File: config.mk
export PLATFORM = sky130hd
export DESIGN_NAME = mdom_reset_ctl
export DESIGN_NICKNAME = d
export VERILOG_FILES = /design/src/rtl/mdom_reset_pkg.sv /design/src/rtl/mdom_rst_sync.sv /design/src/rtl/mdom_rst_release.sv /design/src/rtl/mdom_swrst_reg.sv /design/src/rtl/mdom_pad_ovr.sv /design/src/rtl/mdom_reset_ctl.sv
export SDC_FILE = /design/constraint.sdc
export NUM_CORES = 1
export LEC_CHECK = 0
export ABC_CLOCK_PERIOD_IN_PS = 3000
export BUFFER_PORTS_ARGS = -buffer_cell sky130_fd_sc_hd__buf_2
export CAP_MARGIN = 20
export CORE_UTILIZATION = 25
export DETAILED_ROUTE_END_ITERATION = 16
export GPL_ROUTABILITY_DRIVEN = 0
export PLACE_DENSITY_LB_ADDON = 0.08
export SKIP_CTS_REPAIR_TIMING = 1
export SLEW_MARGIN = 15
export SYNTH_ARGS = -nofsm -noshare
export SYNTH_HDL_FRONTEND = slang
export SYNTH_SLANG_ARGS = --single-unit
File: constraint.sdc
create_clock -name clk -period 3 [get_ports clk]
set_clock_uncertainty 0.15 [all_clocks]
set_input_delay 0.15 -clock clk [delete_from_list [all_inputs] [get_ports clk]]
set_output_delay 0.15 -clock clk [all_outputs]
set_load 0.02 [all_outputs]
File: src/rtl/mdom_reset_pkg.sv
// Package: shared sizes, pad index map and per-pad override rules for the
// multi-domain reset controller. Assumes a fixed pad order that the pad
// ring wiring depends on.
package mdom_reset_pkg;

    localparam int NDOM       = 3;
    localparam int DOM_FBUS   = 0;
    localparam int DOM_CODEC  = 1;
    localparam int DOM_LINE   = 2;

    localparam int REG_W      = 8;

    localparam int FB_PINS    = 5;
    localparam int CODEC_PINS = 4;
    localparam int LINE_PINS  = 4;
    localparam int HW_PINS    = 2;

    localparam int FB_BASE    = 0;
    localparam int CODEC_BASE = FB_BASE + FB_PINS;
    localparam int LINE_BASE  = CODEC_BASE + CODEC_PINS;
    localparam int HW_BASE    = LINE_BASE + LINE_PINS;
    localparam int NPINS      = HW_BASE + HW_PINS;

    localparam int PIN_FSYNC  = FB_BASE + 0;
    localparam int PIN_STRB1  = FB_BASE + 1;
    localparam int PIN_SDO    = HW_BASE + 0;
    localparam int PIN_IRQ    = HW_BASE + 1;

    typedef enum logic [1:0] {
        GRP_FBUS   = 2'd0,
        GRP_CODEC  = 2'd1,
        GRP_LINE   = 2'd2,
        GRP_HWONLY = 2'd3
    } pin_grp_e;

    typedef enum logic [1:0] {
        OVR_TRI  = 2'd0,
        OVR_HIGH = 2'd1,
        OVR_LOW  = 2'd2
    } pin_ovr_e;

    // Which reset source governs a pad.
    function automatic pin_grp_e pin_group(input int p);
        if (p < CODEC_BASE)     return GRP_FBUS;
        else if (p < LINE_BASE) return GRP_CODEC;
        else if (p < HW_BASE)   return GRP_LINE;
        else                    return GRP_HWONLY;
    endfunction

    // What a pad does while its reset source is active.
    function automatic pin_ovr_e pin_override(input int p);
        if (p == PIN_FSYNC)      return OVR_HIGH;
        else if (p == PIN_STRB1) return OVR_LOW;
        else                     return OVR_TRI;
    endfunction

    // Domain index of a domain-governed pad group.
    function automatic int grp_domain(input pin_grp_e g);
        case (g)
            GRP_FBUS:  return DOM_FBUS;
            GRP_CODEC: return DOM_CODEC;
            default:   return DOM_LINE;
        endcase
    endfunction

endpackage

File: src/rtl/mdom_rst_sync.sv
// Module: reset synchroniser. Asserts its output asynchronously when the
// external reset pin goes low and releases it after STAGES clock edges.
// Assumes clk keeps running during reset. This is the one place where an
// asynchronous reset is used; everything downstream resets synchronously.
module mdom_rst_sync #(
    parameter int STAGES = 2
) (
    input  logic clk,
    input  logic arst_n,
    output logic sync_rst_n
);

    logic [STAGES-1:0] chain_q;

    // Shift ones in after release; clear the whole chain on assertion.
    always_ff @(posedge clk or negedge arst_n) begin
        if (!arst_n) begin
            chain_q <= '0;
        end else begin
            chain_q <= {chain_q[STAGES-2:0], 1'b1};
        end
    end

    assign sync_rst_n = chain_q[STAGES-1];

endmodule

File: src/rtl/mdom_rst_release.sv
// Module: chip reset release. Samples the bit clock in the system clock
// domain, finds its falling edge and holds the chip-level reset asserted
// until the first such edge seen after the synchronised reset has released.
// Assumes the bit clock is much slower than clk.
module mdom_rst_release (
    input  logic clk,
    input  logic hw_sync_n,
    input  logic bclk_in,
    output logic rst_out_n
);

    logic bclk_s;
    logic bclk_d;
    logic bclk_fall;
    logic rel_q;

    // Sample the bit clock and keep a delayed copy; runs through reset.
    always_ff @(posedge clk) begin
        bclk_s <= bclk_in;
        bclk_d <= bclk_s;
    end

    assign bclk_fall = bclk_d & ~bclk_s;

    // Release flag: cleared by hardware reset, set once by a bit-clock fall.
    always_ff @(posedge clk) begin
        if (!hw_sync_n) begin
            rel_q <= 1'b0;
        end else if (bclk_fall) begin
            rel_q <= 1'b1;
        end
    end

    assign rst_out_n = hw_sync_n & rel_q;

    AST_REL_NEEDS_FALL: assert property (@(posedge clk) disable iff (!hw_sync_n)
        $rose(rel_q) |-> $past(bclk_fall));
    AST_REL_STICKY: assert property (@(posedge clk) disable iff (!hw_sync_n)
        rel_q |=> rel_q);

endmodule

File: src/rtl/mdom_swrst_reg.sv
// Module: soft-reset register. One level-held bit per domain, written
// through a strobe and data port and read back with reserved bits at 0.
// Assumes rst_n is the chip-level reset, so it clears synchronously for the
// whole hardware reset window.
module mdom_swrst_reg
    import mdom_reset_pkg::*;
(
    input  logic              clk,
    input  logic              rst_n,
    input  logic              wr_en,
    input  logic [REG_W-1:0]  wr_data,
    output logic [REG_W-1:0]  rd_data,
    output logic [NDOM-1:0]   soft_bits
);

    logic [NDOM-1:0] bits_q;
    logic            unused_rsv;

    // Hold the domain bits; hardware reset wins over a write.
    always_ff @(posedge clk) begin
        if (!rst_n) begin
            bits_q <= '0;
        end else if (wr_en) begin
            bits_q <= wr_data[NDOM-1:0];
        end
    end

    // Read value: stored bits at the bottom, reserved field zero.
    always_comb begin
        rd_data             = '0;
        rd_data[NDOM-1:0]   = bits_q;
    end

    assign soft_bits  = bits_q;
    assign unused_rsv = ^wr_data[REG_W-1:NDOM];

    AST_SW_CLEARED: assert property (@(posedge clk) disable iff (!rst_n)
        $past(!rst_n) |-> (soft_bits == '0));
    AST_SW_LOADS: assert property (@(posedge clk) disable iff (!rst_n)
        wr_en |=> (rd_data[NDOM-1:0] == $past(wr_data[NDOM-1:0])));

endmodule

File: src/rtl/mdom_pad_ovr.sv
// Module: pad override. For every pad, picks its governing reset and
// either passes the functional value/enable pair or applies the pad's
// reset behaviour (forced level or killed enable). Purely combinational.
module mdom_pad_ovr
    import mdom_reset_pkg::*;
(
    input  logic [NDOM-1:0]  dom_rst_n,
    input  logic             hw_rst_n,
    input  logic [NPINS-1:0] func_val,
    input  logic [NPINS-1:0] func_oe,
    output logic [NPINS-1:0] pad_val,
    output logic [NPINS-1:0] pad_oe
);

    for (genvar p = 0; p < NPINS; p++) begin : g_pad
        localparam pin_grp_e GRP = pin_group(p);
        localparam pin_ovr_e OVR = pin_override(p);

        logic in_rst;

        if (GRP == GRP_HWONLY) begin : g_hw
            assign in_rst = ~hw_rst_n;
        end else begin : g_dom
            localparam int DOM = grp_domain(GRP);
            assign in_rst = ~dom_rst_n[DOM];
        end

        // Apply the pad's reset behaviour when its source is active.
        always_comb begin
            pad_val[p] = func_val[p];
            pad_oe[p]  = func_oe[p];
            if (in_rst) begin
                case (OVR)
                    OVR_HIGH: begin
                        pad_val[p] = 1'b1;
                        pad_oe[p]  = 1'b1;
                    end
                    OVR_LOW: begin
                        pad_val[p] = 1'b0;
                        pad_oe[p]  = 1'b1;
                    end
                    default: begin
                        pad_oe[p]  = 1'b0;
                    end
                endcase
            end
        end
    end

endmodule

File: src/rtl/mdom_reset_ctl.sv
// Module: top of the multi-domain reset controller. Synchronises the
// external reset, times the chip reset release to the bit clock, holds the
// soft-reset register, combines hardware and soft resets per domain and
// applies pad overrides. Assumes clk and bclk_in run during reset.
module mdom_reset_ctl
    import mdom_reset_pkg::*;
#(
    parameter int SYNC_STAGES = 2
) (
    input  logic              clk,
    input  logic              ext_rst_n,
    input  logic              bclk_in,
    input  logic              sw_wr_en,
    input  logic [REG_W-1:0]  sw_wr_data,
    output logic [REG_W-1:0]  sw_rd_data,
    input  logic [NPINS-1:0]  func_val,
    input  logic [NPINS-1:0]  func_oe,
    output logic              rst_out_n,
    output logic [NDOM-1:0]   dom_rst_n,
    output logic [NPINS-1:0]  pad_val,
    output logic [NPINS-1:0]  pad_oe
);

    logic            hw_sync_n;
    logic [NDOM-1:0] soft_bits;

    mdom_rst_sync #(.STAGES(SYNC_STAGES)) u_sync (
        .clk        (clk),
        .arst_n     (ext_rst_n),
        .sync_rst_n (hw_sync_n)
    );

    mdom_rst_release u_release (
        .clk       (clk),
        .hw_sync_n (hw_sync_n),
        .bclk_in   (bclk_in),
        .rst_out_n (rst_out_n)
    );

    mdom_swrst_reg u_swreg (
        .clk       (clk),
        .rst_n     (rst_out_n),
        .wr_en     (sw_wr_en),
        .wr_data   (sw_wr_data),
        .rd_data   (sw_rd_data),
        .soft_bits (soft_bits)
    );

    // Domain reset is active when either hardware or its soft bit asks.
    always_comb begin
        for (int d = 0; d < NDOM; d++) begin
            dom_rst_n[d] = rst_out_n & ~soft_bits[d];
        end
    end

    mdom_pad_ovr u_pads (
        .dom_rst_n (dom_rst_n),
        .hw_rst_n  (rst_out_n),
        .func_val  (func_val),
        .func_oe   (func_oe),
        .pad_val   (pad_val),
        .pad_oe    (pad_oe)
    );

    AST_HW_KILLS_SDO_IRQ: assert property (@(posedge clk) disable iff (!ext_rst_n)
        !rst_out_n |-> (!pad_oe[PIN_SDO] && !pad_oe[PIN_IRQ]));
    AST_HW_HOLDS_DOMAINS: assert property (@(posedge clk) disable iff (!ext_rst_n)
        !rst_out_n |-> (dom_rst_n == '0));
    AST_FSYNC_FORCED: assert property (@(posedge clk) disable iff (!ext_rst_n)
        !dom_rst_n[DOM_FBUS] |-> (pad_val[PIN_FSYNC] && pad_oe[PIN_FSYNC]));

endmodule

After elaboration in Yosys (flattened, before gate mapping)

Cells that the tools add are included.

Flip-flop bits (word level): 8
Word-level logic and storage cells: 31
Output and inout port bits: 42
Input bits: 42

Bitwise logic cells: 9
Mux-type cells: 17

Operators with widths:

| kind        | number |
|---|---|
| $mux 1      | 17 |
| $and 1x1->1 | 5 |
| $not 1->1   | 4 |

Logic depth before layout (Yosys ltp)

Depth after elaboration: 3
Gate-level depth with buffers: 3
Depth with buffers taken out: 2

Cells and area by module

Synthesis repeated with hierarchy kept, for this count alone.

Cells, all modules: 60
Area total of the unflattened synthesis: 536.8 µm²

Modules (own cells, without submodules):

| module           | times used | sequential area each (µm²) | area each (µm²) | cells each |
|---|---|---|---|---|
| mdom_pad_ovr     | 1          | 0.0                        | 203.9           | 30 |
| mdom_swrst_reg   | 1          | 60.1                       | 172.7           | 18 |
| mdom_rst_release | 1          | 60.1                       | 87.6            | 6 |
| mdom_rst_sync    | 1          | 50.0                       | 53.8            | 3 |
| mdom_reset_ctl   | 1          | 0.0                        | 18.8            | 3 |

Worst setup path before layout

Ideal clock, no wire load.

Path type: register to output
Start: reg u_swreg.bits_q[2], in the netlist u_swreg.soft_bits[2]
End: out pad_oe[10]
Buffers on the path: 0
Slack: 1674 ps
Cell stages (with the launch flop): 3
Data arrival time: 1026 ps
Required time: 2700 ps
Cells stage by stage: dfxtp_1 -> and3b_1 -> and2_1

Cells in the longest elaborated chain, start to end: 3

Ends and longest elaborated chain:

| what                   | line                 | RTL |
|---|---|---|
| start, declared        | mdom_swrst_reg.sv:16 | `logic [NDOM-1:0] bits_q;` |
| start signal, assigned | mdom_swrst_reg.sv:24 | `bits_q <= wr_data[NDOM-1:0];` |
| $not 1->1              | mdom_reset_ctl.sv:52 | `dom_rst_n[d] = rst_out_n & ~soft_bits[d];` |
| $and 1x1->1            | mdom_reset_ctl.sv:52 |  |
| net dom_rst_n[2]       | mdom_reset_ctl.sv:19 | `output logic [NDOM-1:0] dom_rst_n,` |
| $mux 1                 | mdom_pad_ovr.sv:32   | `if (in_rst) begin` |
| end, declared          | mdom_reset_ctl.sv:21 | `output logic [NPINS-1:0] pad_oe` |

The timed path passes the listed nets, and every way through them passes these cells.

Final worst setup path

Start: reg u_sync.chain_q[1]
End: out pad_val[1]

Cells in the longest elaborated chain, start to end: 3

Ends and longest elaborated chain:

| what                   | line                   | RTL |
|---|---|---|
| start, declared        | mdom_rst_sync.sv:13    | `logic [STAGES-1:0] chain_q;` |
| start signal, assigned | mdom_rst_sync.sv:20    | `chain_q <= {chain_q[STAGES-2:0], 1'b1};` |
| $and 1x1->1            | mdom_rst_release.sv:34 | `assign rst_out_n = hw_sync_n & rel_q;` |
| $and 1x1->1            | mdom_reset_ctl.sv:52   |  |
| $mux 1                 | mdom_pad_ovr.sv:32     |  |
| end, declared          | mdom_reset_ctl.sv:20   | `output logic [NPINS-1:0] pad_val,` |

Every way passes these cells.

==> metrics.md <==
| Metric | Value |
|---|---|
| Area delta synth->final | 35.4% |
| Post-synthesis instance total | 59 |
| # fillers | 226 |
| CP Launch Type | flip-flop |
| Die H | 47.6 microns |
| Final std cells w/o fill | 124 |
| Grt total ovfl | 0 |
| Final net count | 140 |
| H-Tree Depth | 1 |
| Distinct cells, synth | 15 |
| Cell area after synthesis | 519 sq um |
| Initial Utilization | 26.5% |
| HP Class | in -> reg |
| Avg Inst Size Synth | 8.80 sq um |
| Wire per inst | 8.16 microns |
| Hold slack | -0.0145 ns |
| Most frequent cells in the layout | buf_2, and2_1, conb_1, dfxtp_1 |
| Chip Width | 47.6 microns |
| Placed inst area | 657 sq um |
| CP max FO | 8 |
| Arrival time worst endpoint | 1.30 ns |
| Final hold vios | 3 |
| GRT Util Overall | 7.15% |
| Routed WL | 1010 microns |
| Placed cells | 118 |
| First-pass GRT wire length | 1060 microns |
| Critical-path top delay cell | dfrtp_1 |
| DRT Pass-1 Iters | 1 |
| Overall power consumption | 256 uW |
| Final period utilization | 53.4% |
| Io pins | 84 |
| Maximum buffer depth of the clock tree | 2 |
| Vias in the first global route | 265 |
| Failing checks | negative hold slack |
| Leak | 0.431 nW |
| Max Freq | 625 MHz |
| CTS tree | done |
| DRC violations left | 0 |
| Number of vias per cell | 3.64 |
| CTS Buf Count | 3 |
| Layout cells sized above 1 | 51.5% |
| CP required | 2.70 ns |
| Buffers on Ports | 47 |
| Critical setup path kind | reg -> out |
| Run status | complete, but fails checks |
| Root Driver | clkbuf_4 |
| Synth Warn # | 0 |
| Clock Sinks | 8 |
| Largest net degree at the start of global routing | 9 |
| Post-route ant nets | 0 |
| Final Cell Area | 703 sq um |
| Hpwl dp | 852 microns |
| CP max stage delay | 0.44 ns |
| CORE AREA | 0.00196 sq mm |
| # rows | 16 |
| Drt initial violations | 0 |
| Register area share after synthesis | 32.8% |
| Initial antenna violation count | 0 |
| Final setup violation count | 0 |
| CP Buf/Inv Count | 1 |
| Ant diodes | 0 |
| Clock-pin slew on the worst setup and hold paths | 0.06 ns |
| Crit-path cells | and3b_1, and2_1, buf_2 |
| Number of synthesized register bits | 8 |
| Commonest non-fill, non-tap cell in the layout | buf_2 |
| MaxCap Viol Count | 0 |
| CP endpoint kind | primary output |
| Full die area | 0.00226 sq mm |
| FF/Latch Area | 170 sq um |
| Clock Latency Late Sink | 0.25 ns |
| Maximum vdd drop | 0.170 mV |
| PD cells | 364 mW/mm^2 |
| DR vias | 451 |
| Setup TNS | 0 ns |
| Footprint of the multi-input gates | 214 sq um |
| RSZ-0062 raised after global routing | no |
| Crit path max-delay family | simple AND/OR/NAND/NOR gates |
| Fin crit period | 1.60 ns |
| Final core occ | 35.8% |
| Max-slew violation count | 0 |
==> flip-flops by register name, indices dropped and copies added (netlist names) <==
| register | count |
|---|---|
| u_swreg.soft_bits | 3 |
| u_sync.chain_q | 2 |
| u_release.bclk_d | 1 |
| u_release.bclk_s | 1 |
| u_release.rel_q | 1 |
==> worst register-to-register path, delay by kind of cell (launching register included) <==
family / cells / cell delay [ns]
flip-flops: 1 / 0.44
AND/OR/NAND/NOR: 2 / 0.21
==> cells by family (layout without fill, tap and decap cells) <==
kind of cell | count (synthesis) | in the layout | share of synthesized area [%]
other | 2 | 6 | 1.45
AOI/OAI and AO/OA | 1 | 1 | 1.45
buffers and inverters | 20 | 54 | 28.9
and+or+nand+nor | 25 | 25 | 29.6
DFF | 8 | 8 | 32.8
muxes | 3 | 3 | 5.78
==> cells in the mapped netlist (all sizes together) <==
library cell	count	area, sq um
dfxtp	6	120
and3b	3	26.3
nand2	1	3.75
buf	19	146
mux2i	3	30.0
and3	2	12.5
dfrtp	2	50.1
o21a	1	7.51
conb	2	7.51
nand2b	3	18.8
inv	1	3.75
nor2	3	11.3
and2	12	75.1
nor2b	1	6.26
==> stage by stage <==
step | hold WS, ns | worst slack (ns)
final | -0.0145 | 1.40
after global routing | 0.0106 | 1.27
after CTS | -0.491 | 1.38
after detailed placement | -0.213 | 1.66
after global placement | -0.214 | 1.65
after floorplan | -0.296 | 1.67
==> routing by layer <==
layer	GRT usage (%)	vias up	share of wire [%]
li1	-	234	-
met1	6.41	185	36
met2	12.3	32	51
met3	1.51	0	12
met4	8.33	0	0
met5	0	-	0
==> cell type report <==
class	count	share of cell area, %
clock buffer	4	3.74
inverter	1	0.534
multi-input combinational	35	30.4
sequential	8	24.2
tap	27	4.80
timing repair buffer	49	36.3
==> where the power goes <==
part / leakage, nW / internal (mW) / switching, mW
combinational: 0.343 / 0.0252 / 0.0295
clock: 0.0150 / 0.0508 / 0.0358
sequential: 0.0727 / 0.111 / 0.00343
total: 0.431 / 0.187 / 0.0688
==> final timing paths <==
path,start,endpoint,slack [ns],depth (start not counted)
setup / recovery,u_sync.chain_q[1],pad_val[1],1.40,3
hold reg to reg,u_sync.chain_q[0],u_sync.chain_q[1],0.20,0
min in group asynchronous,ext_rst_n,u_sync.chain_q[0],0.06,2
hold / removal,sw_wr_data[1],u_swreg.soft_bits[1],-0.01,3
max in group asynchronous,ext_rst_n,u_sync.chain_q[1],2.55,2
setup reg to reg,u_sync.chain_q[1],u_swreg.soft_bits[0],2.09,2
No activity file was read; power rests on OpenSTA's default activity.
